$ cat src/rtl/cwm_pkg.sv
// Package: shared widths and the window classification used by the mapper.
// Assumes a 16-bit CPU address, 4 KiB ROM pages and 8 KiB of work RAM.
package cwm_pkg;
    localparam int CPU_AW   = 16;
    localparam int DATA_W   = 8;
    localparam int PAGE_W   = 5;
    localparam int OFF_W    = 12;
    localparam int ROM_AW   = PAGE_W + OFF_W;
    localparam int RAM_AW   = 13;
    localparam int FIX_W    = ROM_AW - 15;
    localparam logic [PAGE_W-1:0] PAGE_RST = '1;
    localparam logic [PAGE_W-1:0] B_BIAS   = PAGE_W'(8);

    typedef enum logic [2:0] {
        WIN_NONE,
        WIN_RAM_LO,
        WIN_PGB_LO,
        WIN_PGA,
        WIN_FIXED,
        WIN_RAM_MID,
        WIN_PGB_HI,
        WIN_RAM_HI
    } win_e;
endpackage

$ cat src/rtl/cwm_page_regs.sv
// Page and mirroring registers.
// Captures page numbers from address bits of CPU writes and the mirroring
// flag from a data bit. Assumes one access per clock and that cpu_we marks a
// write cycle whose effect lands on the closing edge.
module cwm_page_regs
    import cwm_pkg::*;
(
    input  logic                 clk,
    input  logic                 rst_n,
    input  logic [CPU_AW-1:0]    cpu_addr,
    input  logic [DATA_W-1:0]    cpu_wdata,
    input  logic                 cpu_we,
    output logic [PAGE_W-1:0]    page_a,
    output logic [PAGE_W-1:0]    page_b,
    output logic                 mirror_horiz
);
    localparam logic [3:0]        NIB_A   = 4'h8;
    localparam logic [3:0]        NIB_B   = 4'h9;
    localparam logic [CPU_AW-1:0] MIR_ADR = 16'h4025;

    logic [PAGE_W-1:0] reg_a;
    logic [PAGE_W-1:0] reg_b;
    logic              hit_a;
    logic              hit_b;
    logic              hit_m;

    // Purpose: flag writes that target each register.
    always_comb begin
        hit_a = cpu_we && (cpu_addr[15:12] == NIB_A);
        hit_b = cpu_we && (cpu_addr[15:12] == NIB_B);
        hit_m = cpu_we && (cpu_addr == MIR_ADR);
    end

    // Purpose: hold the page registers and the mirroring flag.
    always_ff @(posedge clk) begin
        if (!rst_n) begin
            reg_a        <= PAGE_RST;
            reg_b        <= PAGE_RST;
            mirror_horiz <= 1'b0;
        end else begin
            if (hit_a) reg_a <= {{(PAGE_W-3){1'b0}}, cpu_addr[2:0]};
            if (hit_b) reg_b <= {{(PAGE_W-4){1'b0}}, cpu_addr[3:0]};
            if (hit_m) mirror_horiz <= cpu_wdata[3];
        end
    end

    // Purpose: present effective pages; B is biased by 8 with modulo wrap.
    always_comb begin
        page_a = reg_a;
        page_b = reg_b + B_BIAS;
    end

    AST_PAGE_A_LOAD: assert property (@(posedge clk) disable iff (!rst_n)
        (cpu_we && cpu_addr[15:12] == 4'h8) |=> (page_a[2:0] == $past(cpu_addr[2:0]) && page_a[PAGE_W-1:3] == '0))
        else $error("page A load");
    AST_PAGE_B_LOAD: assert property (@(posedge clk) disable iff (!rst_n)
        (cpu_we && cpu_addr[15:12] == 4'h9) |=> (page_b == PAGE_W'($past(cpu_addr[3:0]) + 8)))
        else $error("page B load");
    AST_PAGES_HOLD: assert property (@(posedge clk) disable iff (!rst_n)
        !(cpu_we && (cpu_addr[15:12] == 4'h8 || cpu_addr[15:12] == 4'h9)) |=> ($stable(page_a) && $stable(page_b)))
        else $error("pages moved");
    AST_MIRROR_HOLD: assert property (@(posedge clk) disable iff (!rst_n)
        !(cpu_we && cpu_addr == 16'h4025) |=> $stable(mirror_horiz))
        else $error("mirror moved");
endmodule

$ cat src/rtl/cwm_decode.sv
// Window decoder.
// Classifies the CPU address into one window and forms the ROM or RAM
// address. Purely combinational; assumes pages are already effective values.
module cwm_decode
    import cwm_pkg::*;
(
    input  logic [CPU_AW-1:0]    cpu_addr,
    input  logic                 cpu_we,
    input  logic [PAGE_W-1:0]    page_a,
    input  logic [PAGE_W-1:0]    page_b,
    output logic                 rom_cs,
    output logic [ROM_AW-1:0]    rom_addr,
    output logic                 ram_cs,
    output logic                 ram_we,
    output logic [RAM_AW-1:0]    ram_addr
);
    win_e              win;
    logic [CPU_AW-1:0] ram_diff;
    logic [OFF_W-1:0]  off;

    // Purpose: pick the window; ordered by ascending address boundary.
    always_comb begin
        if      (cpu_addr < 16'h6000) win = WIN_NONE;
        else if (cpu_addr < 16'h6C00) win = WIN_RAM_LO;
        else if (cpu_addr < 16'h7000) win = WIN_PGB_LO;
        else if (cpu_addr < 16'h8000) win = WIN_PGA;
        else if (cpu_addr < 16'hB800) win = WIN_FIXED;
        else if (cpu_addr < 16'hC000) win = WIN_RAM_MID;
        else if (cpu_addr < 16'hCC00) win = WIN_PGB_HI;
        else if (cpu_addr < 16'hD800) win = WIN_RAM_HI;
        else                          win = WIN_FIXED;
    end

    // Purpose: rebase RAM windows so they tile RAM contiguously.
    always_comb begin
        case (win)
            WIN_RAM_MID: ram_diff = cpu_addr - 16'hAC00;
            WIN_RAM_HI:  ram_diff = cpu_addr - 16'hB800;
            default:     ram_diff = cpu_addr - 16'h6000;
        endcase
        ram_addr = ram_diff[RAM_AW-1:0];
        ram_cs   = (win == WIN_RAM_LO) || (win == WIN_RAM_MID) || (win == WIN_RAM_HI);
        ram_we   = ram_cs && cpu_we;
    end

    // Purpose: form the ROM address for banked and fixed windows.
    always_comb begin
        off      = cpu_addr[OFF_W-1:0];
        rom_cs   = 1'b1;
        rom_addr = '0;
        case (win)
            WIN_PGA:    rom_addr = {page_a, off};
            WIN_PGB_LO: rom_addr = {page_b, {(OFF_W-10){1'b0}}, off[9:0]};
            WIN_PGB_HI: rom_addr = {page_b, off + OFF_W'(12'h400)};
            WIN_FIXED:  rom_addr = {{FIX_W{1'b1}}, cpu_addr[14:0]};
            default:    rom_cs   = 1'b0;
        endcase
    end
endmodule

$ cat src/rtl/cart_window_mapper.sv
// Top of the cartridge window mapper.
// Joins the page/mirroring registers with the window decoder. Assumes one
// CPU access per clock; the decode responds within the same cycle.
module cart_window_mapper
    import cwm_pkg::*;
(
    input  logic                 clk,
    input  logic                 rst_n,
    input  logic [15:0]          cpu_addr,
    input  logic [7:0]           cpu_wdata,
    input  logic                 cpu_we,
    output logic                 rom_cs,
    output logic [16:0]          rom_addr,
    output logic                 ram_cs,
    output logic                 ram_we,
    output logic [12:0]          ram_addr,
    output logic                 mirror_horiz
);
    logic [PAGE_W-1:0] page_a;
    logic [PAGE_W-1:0] page_b;

    cwm_page_regs u_regs (
        .clk          (clk),
        .rst_n        (rst_n),
        .cpu_addr     (cpu_addr),
        .cpu_wdata    (cpu_wdata),
        .cpu_we       (cpu_we),
        .page_a       (page_a),
        .page_b       (page_b),
        .mirror_horiz (mirror_horiz)
    );

    cwm_decode u_dec (
        .cpu_addr (cpu_addr),
        .cpu_we   (cpu_we),
        .page_a   (page_a),
        .page_b   (page_b),
        .rom_cs   (rom_cs),
        .rom_addr (rom_addr),
        .ram_cs   (ram_cs),
        .ram_we   (ram_we),
        .ram_addr (ram_addr)
    );

    AST_CS_EXCLUSIVE: assert property (@(posedge clk) disable iff (!rst_n)
        !(rom_cs && ram_cs))
        else $error("both selects");
    AST_LOW_UNMAPPED: assert property (@(posedge clk) disable iff (!rst_n)
        (cpu_addr < 16'h6000) |-> (!rom_cs && !ram_cs))
        else $error("low map selected");
    AST_WE_RAM_ONLY: assert property (@(posedge clk) disable iff (!rst_n)
        ram_we |-> (ram_cs && cpu_we))
        else $error("stray write enable");
    AST_RAM_IN_RANGE: assert property (@(posedge clk) disable iff (!rst_n)
        (ram_cs && cpu_addr >= 16'hCC00) |-> (ram_addr >= 13'h1400))
        else $error("high RAM window rebase");
endmodule

$ cat config.mk
export PLATFORM = sky130hd
export DESIGN_NAME = cart_window_mapper
export DESIGN_NICKNAME = d
export VERILOG_FILES = /design/src/rtl/cwm_pkg.sv /design/src/rtl/cwm_page_regs.sv /design/src/rtl/cwm_decode.sv /design/src/rtl/cart_window_mapper.sv
export SDC_FILE = /design/constraint.sdc
export NUM_CORES = 1
export LEC_CHECK = 0
export BUFFER_PORTS_ARGS = -buffer_cell sky130_fd_sc_hd__buf_2
export CAP_MARGIN = 20
export CORE_MARGIN = 2
export CORE_UTILIZATION = 25
export DETAILED_ROUTE_END_ITERATION = 10
export PLACE_DENSITY_LB_ADDON = 0.05
export SKIP_CTS_REPAIR_TIMING = 1
export SYNTH_ARGS = -nofsm -noshare
export SYNTH_HDL_FRONTEND = slang
export SYNTH_SLANG_ARGS = --single-unit
$ cat constraint.sdc
create_clock -name clk -period 2.9 [get_ports clk]
set_clock_uncertainty 0.1 [all_clocks]
set_input_delay 0.725 -clock clk [delete_from_list [all_inputs] [get_ports clk]]
set_output_delay 0.725 -clock clk [all_outputs]
set_load 0.01 [all_outputs]
======== Word-level counts from Yosys, hierarchy flattened ========
Index checks and enable logic that the tools add are counted.
word-level totals
  output and inout bits ................... 34
  bits in latches ......................... 0
  memories kept ........................... 0
  RAM bits ................................ 0
  ROM bits ................................ 0
  flip-flop bits (word level) ............. 11
  word-level logic and storage cells ...... 44
  input port bits ......................... 27
cells by class
  mux-type cells .......................... 11
  add/subtract/negate cells ............... 5
  magnitude comparators ................... 8
  divide/modulo/power cells ............... 0
  shifts and indexed selects .............. 0
  reductions and logical operators ........ 7
  bitwise gates (word level) .............. 0
  equality and inequality tests ........... 10
  $mul .................................... 0
operators by type and width
  kind                                                                            number
  16-bit less-than comparator, second input constant                              5
  17-bit case mux with 4 select lines                                             1
  16-bit by 15-bit less-than comparator with 1-bit output, second input constant  3
  13-bit case mux with 2 select lines                                             1
  3-bit two-way mux                                                               7
  16-bit by 15-bit == test with 1-bit output, second input constant               1
  13-bit by 1-bit subtractor with 13-bit output, second input constant            1
  13-bit by 12-bit subtractor with 13-bit output, second input constant           1
  13-bit subtractor, second input constant                                        1
  12-bit by 11-bit adder with 12-bit output, second input constant                1
  3-bit == test, second input constant                                            4
  4-bit == test, second input constant                                            2
  3-bit by 2-bit == test with 1-bit output, second input constant                 2
  5-bit by 4-bit adder with 5-bit output, second input constant                   1
  1-bit logical AND                                                               4
  4-bit OR reduction                                                              1
  3-bit by 1-bit == test with 1-bit output, second input constant                 1
  1-bit logical OR                                                                2
  2-bit two-way mux                                                               1
  1-bit two-way mux                                                               1

======== Logic depth before layout (Yosys ltp) ========
  depth after elaboration ................. 13
  depth in mapped cells ................... 7
  depth with buffers taken out ............ 6

======== By module ========
A second synthesis with hierarchy kept.
unflattened totals
  cell total of the unflattened synthesis .. 149
  area total of the unflattened synthesis .. 1126.1 um^2
by module, submodules not included
  module         area each (um^2)  seq. area each (um^2)  cells an instance  instances
  cwm_decode     661.9             0.0                    101                1
  cwm_page_regs  464.2             200.2                  48                 1

======== Worst setup path before layout ========
No wires, ideal clock.
  kind .................................... input to output
  start ................................... in cpu_addr[10]
  end ..................................... out rom_addr[0]
  path slack .............................. 243 ps
  path buffers ............................ 2
  cell stages on the path ................. 7
  data required time ...................... 2075 ps
  data arrival time ....................... 1832 ps
  cells stage by stage .................... ha_1 > clkbuf_1 > nand2_1 > o22ai_1 > a221oi_2 > buf_6 > and2_1
between the ends
  cells in the longest elaborated chain, start to end .. 11
  elaborated cells on any way between the ends .. 21
  those cells by class .................... 8 x order compare; 4 x eq/ne; 9 x mux
RTL lines
  item                                                                       RTL line                  text
  start: declaration                                                         cart_window_mapper.sv:9   input logic [15:0] cpu_addr,
  16-bit less-than comparator                                                cwm_decode.sv:30          else if (cpu_addr < 16'hD800) win = WIN_RAM_HI;
  2-bit two-way mux                                                          cwm_decode.sv:30
  3-bit two-way mux                                                          cwm_decode.sv:29          else if (cpu_addr < 16'hCC00) win = WIN_PGB_HI;
  3-bit two-way mux                                                          cwm_decode.sv:28          else if (cpu_addr < 16'hC000) win = WIN_RAM_MID;
  3-bit two-way mux                                                          cwm_decode.sv:27          else if (cpu_addr < 16'hB800) win = WIN_FIXED;
  3-bit two-way mux                                                          cwm_decode.sv:26          else if (cpu_addr < 16'h8000) win = WIN_PGA;
  3-bit two-way mux                                                          cwm_decode.sv:25          else if (cpu_addr < 16'h7000) win = WIN_PGB_LO;
  3-bit two-way mux                                                          cwm_decode.sv:24          else if (cpu_addr < 16'h6C00) win = WIN_RAM_LO;
  3-bit two-way mux *                                                        cwm_decode.sv:23          if (cpu_addr < 16'h6000) win = WIN_NONE;
  3-bit == test or 3-bit by 2-bit == test with 1-bit output (tied branches)  cwm_decode.sv:51          case (win)
  17-bit case mux with 4 select lines *                                      cwm_decode.sv:51
  end: declaration                                                           cart_window_mapper.sv:13  output logic [16:0] rom_addr,
Mark *: on every way between the ends. The rest lies on a longest branch, timed or not.

======== Worst setup path in the final report ========
  start ................................... in cpu_addr[11]
  end ..................................... out rom_addr[3]
Same word-level chain as after synthesis.

==> metrics.yaml <==
final_util: 0.3472
ys_warn_count: 0
cts.sinks: 10
drtIter0Drc: 28
cts_tree: "done"
grt_pass1_vias: 970
muxShareOfSynthArea: 0.05897
worstPathMaxFanout: 7
synth-seq-area-share: 0.1925
die_y_um: 68.49
wire_per_inst_um: 12.54
dp_hpwl_um: 2416
p_leak_nw: 0.6722
cts_root_buf: "clkbuf_8"
irDropWorstVdd_mv: 0.2151
grt_util_all_layers: 0.1319
syn_area_um2: 1040
antenna_found_initial: 0
synth-edff-count: 0
n_antenna_cell: 0
cts_made_buffers: 3
firstDrtPassIters: 4
area_growth_pct: 33.57
pre_cts_ws_ps: 48.99
reg2reg_from: "u_regs.reg_b[3]$_SDFFE_PN1P_"
layout_setup_ws_ps: 107.0
finalSetupViolations: 0
crit_path_end: "rom_addr[3]"
ff2ff_setup_slack_ps: 2170
ant_nets: 0
globalRouteOverflowTotal: 0
place_congestion: 0.7542
start_util: 0.2599
nets: 223
slew_headroom: 0.6536
reg2reg_to: "u_regs.reg_b[3]$_SDFFE_PN1P_"
fin_crit_sh: 0.9631
drive_above_1_share: 0.3886
timing.fmax_mhz: 358.0
fin_crit_ps: 2793
synth_top_family_by_area: "simple AND/OR/NAND/NOR gates"
drv_cap: 0
wl_um: 3048
final.fill_count: 462
crit_required_ps: 2080
synthAdderAreaFrac: 0.02407
status: "finished, final reports clean"
die_x_um: 68.49
die-area_um2: 4691
viasPerCell: 4.716
reg2reg_depth: 2
cp-end-kind: "output port"
max-clock-path-buffers: 2
power.total_mw: 0.4780
hp-class: "flip-flop to flip-flop"
hold_viol_final: 0
h-tree-depth: 1
drv_slew: 0
netlist_instances: 146
core_um2: 4000
power_density_nw_per_um2: 344.2
ys_ff_latch: 10
vias: 1146
worstSetupPathType: "primary input to output port"
ios: 61
grt_max_degree: 17
async_reset_ff_frac: 0
drcViolationCount: 0
start_kind: "primary input"
yosys.area_share.simple: 0.3285
path_clk_slew_ps: 50
worstPathArrival_ps: 1970
yosysUniqueCellTypes: 42
synth_xor_area_frac: 0.01685
syn-num-nets: 175
worst_slew_pin_slew_ps: 515.8
numPortBuffers: 53
grt_first_pass_wirelength_um: 4616
crit_start: "cpu_addr[11]"
syn_area_per_cell_um2: 7.122
num_rows: 23
synth_compound_area_frac: 0.2154
clk_latency_ps: 230
ys.flop_type: "dfxtp_1"
==> registers in the layout (all words and copies together), names as in the netlist <==
signal / flops
u_regs.mirror_horiz: 1
u_regs.page_a: 4
u_regs.reg_b: 5
==> cells by family after synthesis <==
| family | after synthesis |
|---|---|
| AO/OA/AOI/OAI | 34 |
| XOR/XNOR | 2 |
| adder cells (fa/ha/maj) | 2 |
| buffers and inverters | 31 |
| flip-flops | 10 |
| multiplexers | 6 |
| AND/OR/NAND/NOR | 61 |
==> through the flow <==
stage               cell area (µm²)  setup TNS (ps)  hold slack [ps]  std cells
finish                         1389               0            358.2        243
global route                   1389          -6.471            397.8        243
CTS                            1361               0            360.7        242
detailed placement             1306               0            354.0        238
global placement               1306               0            341.9        238
floorplan                      1040               0            335.8        146
==> placed cells by master, fill, tap and decap left out, types with 2 or more instances in the layout <==
| cell type | instances |
|---|---|
| buf_2 | 54 |
| o22ai_1 | 3 |
| nand2_1 | 24 |
| o2bb2ai_1 | 2 |
| and2_1 | 10 |
| buf_4 | 7 |
| nand2b_1 | 2 |
| nor4b_1 | 2 |
| clkbuf_8 | 4 |
| o21ai_0 | 11 |
| nand3b_1 | 2 |
| o211ai_1 | 3 |
| nor4_4 | 2 |
| inv_1 | 10 |
| nor3_1 | 4 |
| buf_6 | 2 |
| xnor2_1 | 2 |
| a21oi_1 | 5 |
| nor2_1 | 6 |
| mux2i_1 | 5 |
| dfxtp_1 | 10 |
==> Yosys cell counts (all sizes together), types with 4 or more instances <==
cell type	instances	area (µm²)
o21ai	11	55.05
nor3	4	20.02
nand2	25	93.84
inv	11	41.29
and2	10	62.56
clkbuf	4	15.01
mux2i	5	50.05
a21oi	6	33.78
dfxtp	10	200.2
nor2	6	22.52
buf	16	113.9
==> area by class of cell <==
cell class / instances / area, µm² / share of cell area
inverters: 11 / 41.29 / 0.02973
multi-input cells: 105 / 684.4 / 0.4928
well taps: 50 / 62.56 / 0.04505
clock buffers: 4 / 55.05 / 0.03964
flip-flops and latches: 10 / 200.2 / 0.1441
repair buffers: 63 / 345.3 / 0.2486
==> report_power, final <==
part           switching (mW)  internal, mW
Combinational          0.0924        0.0716
Clock                  0.0538         0.119
Sequential           0.000968         0.140
==> routing by layer <==
metal | track usage | vias to the layer above | wire [µm]
met4 | 0.01500 | 0 | 0
met3 | 0.04383 | 0 | 225
met2 | 0.2067 | 44 | 1382
met1 | 0.1805 | 513 | 1440
li1 | - | 589 | -
met5 | 0 | - | 0
==> critical path: stages <==
cell      delay [ps]
buf_2            120
ha_4             180
nand2_2           80
o22ai_1           90
a221oi_2         320
buf_2            200
and2_1           120
buf_2            120
==> worst min path at each step <==
stage          slack, ps                        startpoint  depth (start not counted)                                to
6_report             360  u_regs.mirror_horiz$_SDFFE_PN0P_                          2  u_regs.mirror_horiz$_SDFFE_PN0P_
5_1_grt              400  u_regs.mirror_horiz$_SDFFE_PN0P_                          2  u_regs.mirror_horiz$_SDFFE_PN0P_
4_1_cts              360  u_regs.mirror_horiz$_SDFFE_PN0P_                          2  u_regs.mirror_horiz$_SDFFE_PN0P_
3_5_place_dp         350  u_regs.mirror_horiz$_SDFFE_PN0P_                          2  u_regs.mirror_horiz$_SDFFE_PN0P_
3_3_place_gp         340  u_regs.mirror_horiz$_SDFFE_PN0P_                          2  u_regs.mirror_horiz$_SDFFE_PN0P_
2_1_floorplan        340     u_regs.page_a[0]$_SDFFE_PN1P_                          2     u_regs.page_a[0]$_SDFFE_PN1P_
Power figures use the tool's default switching activity.
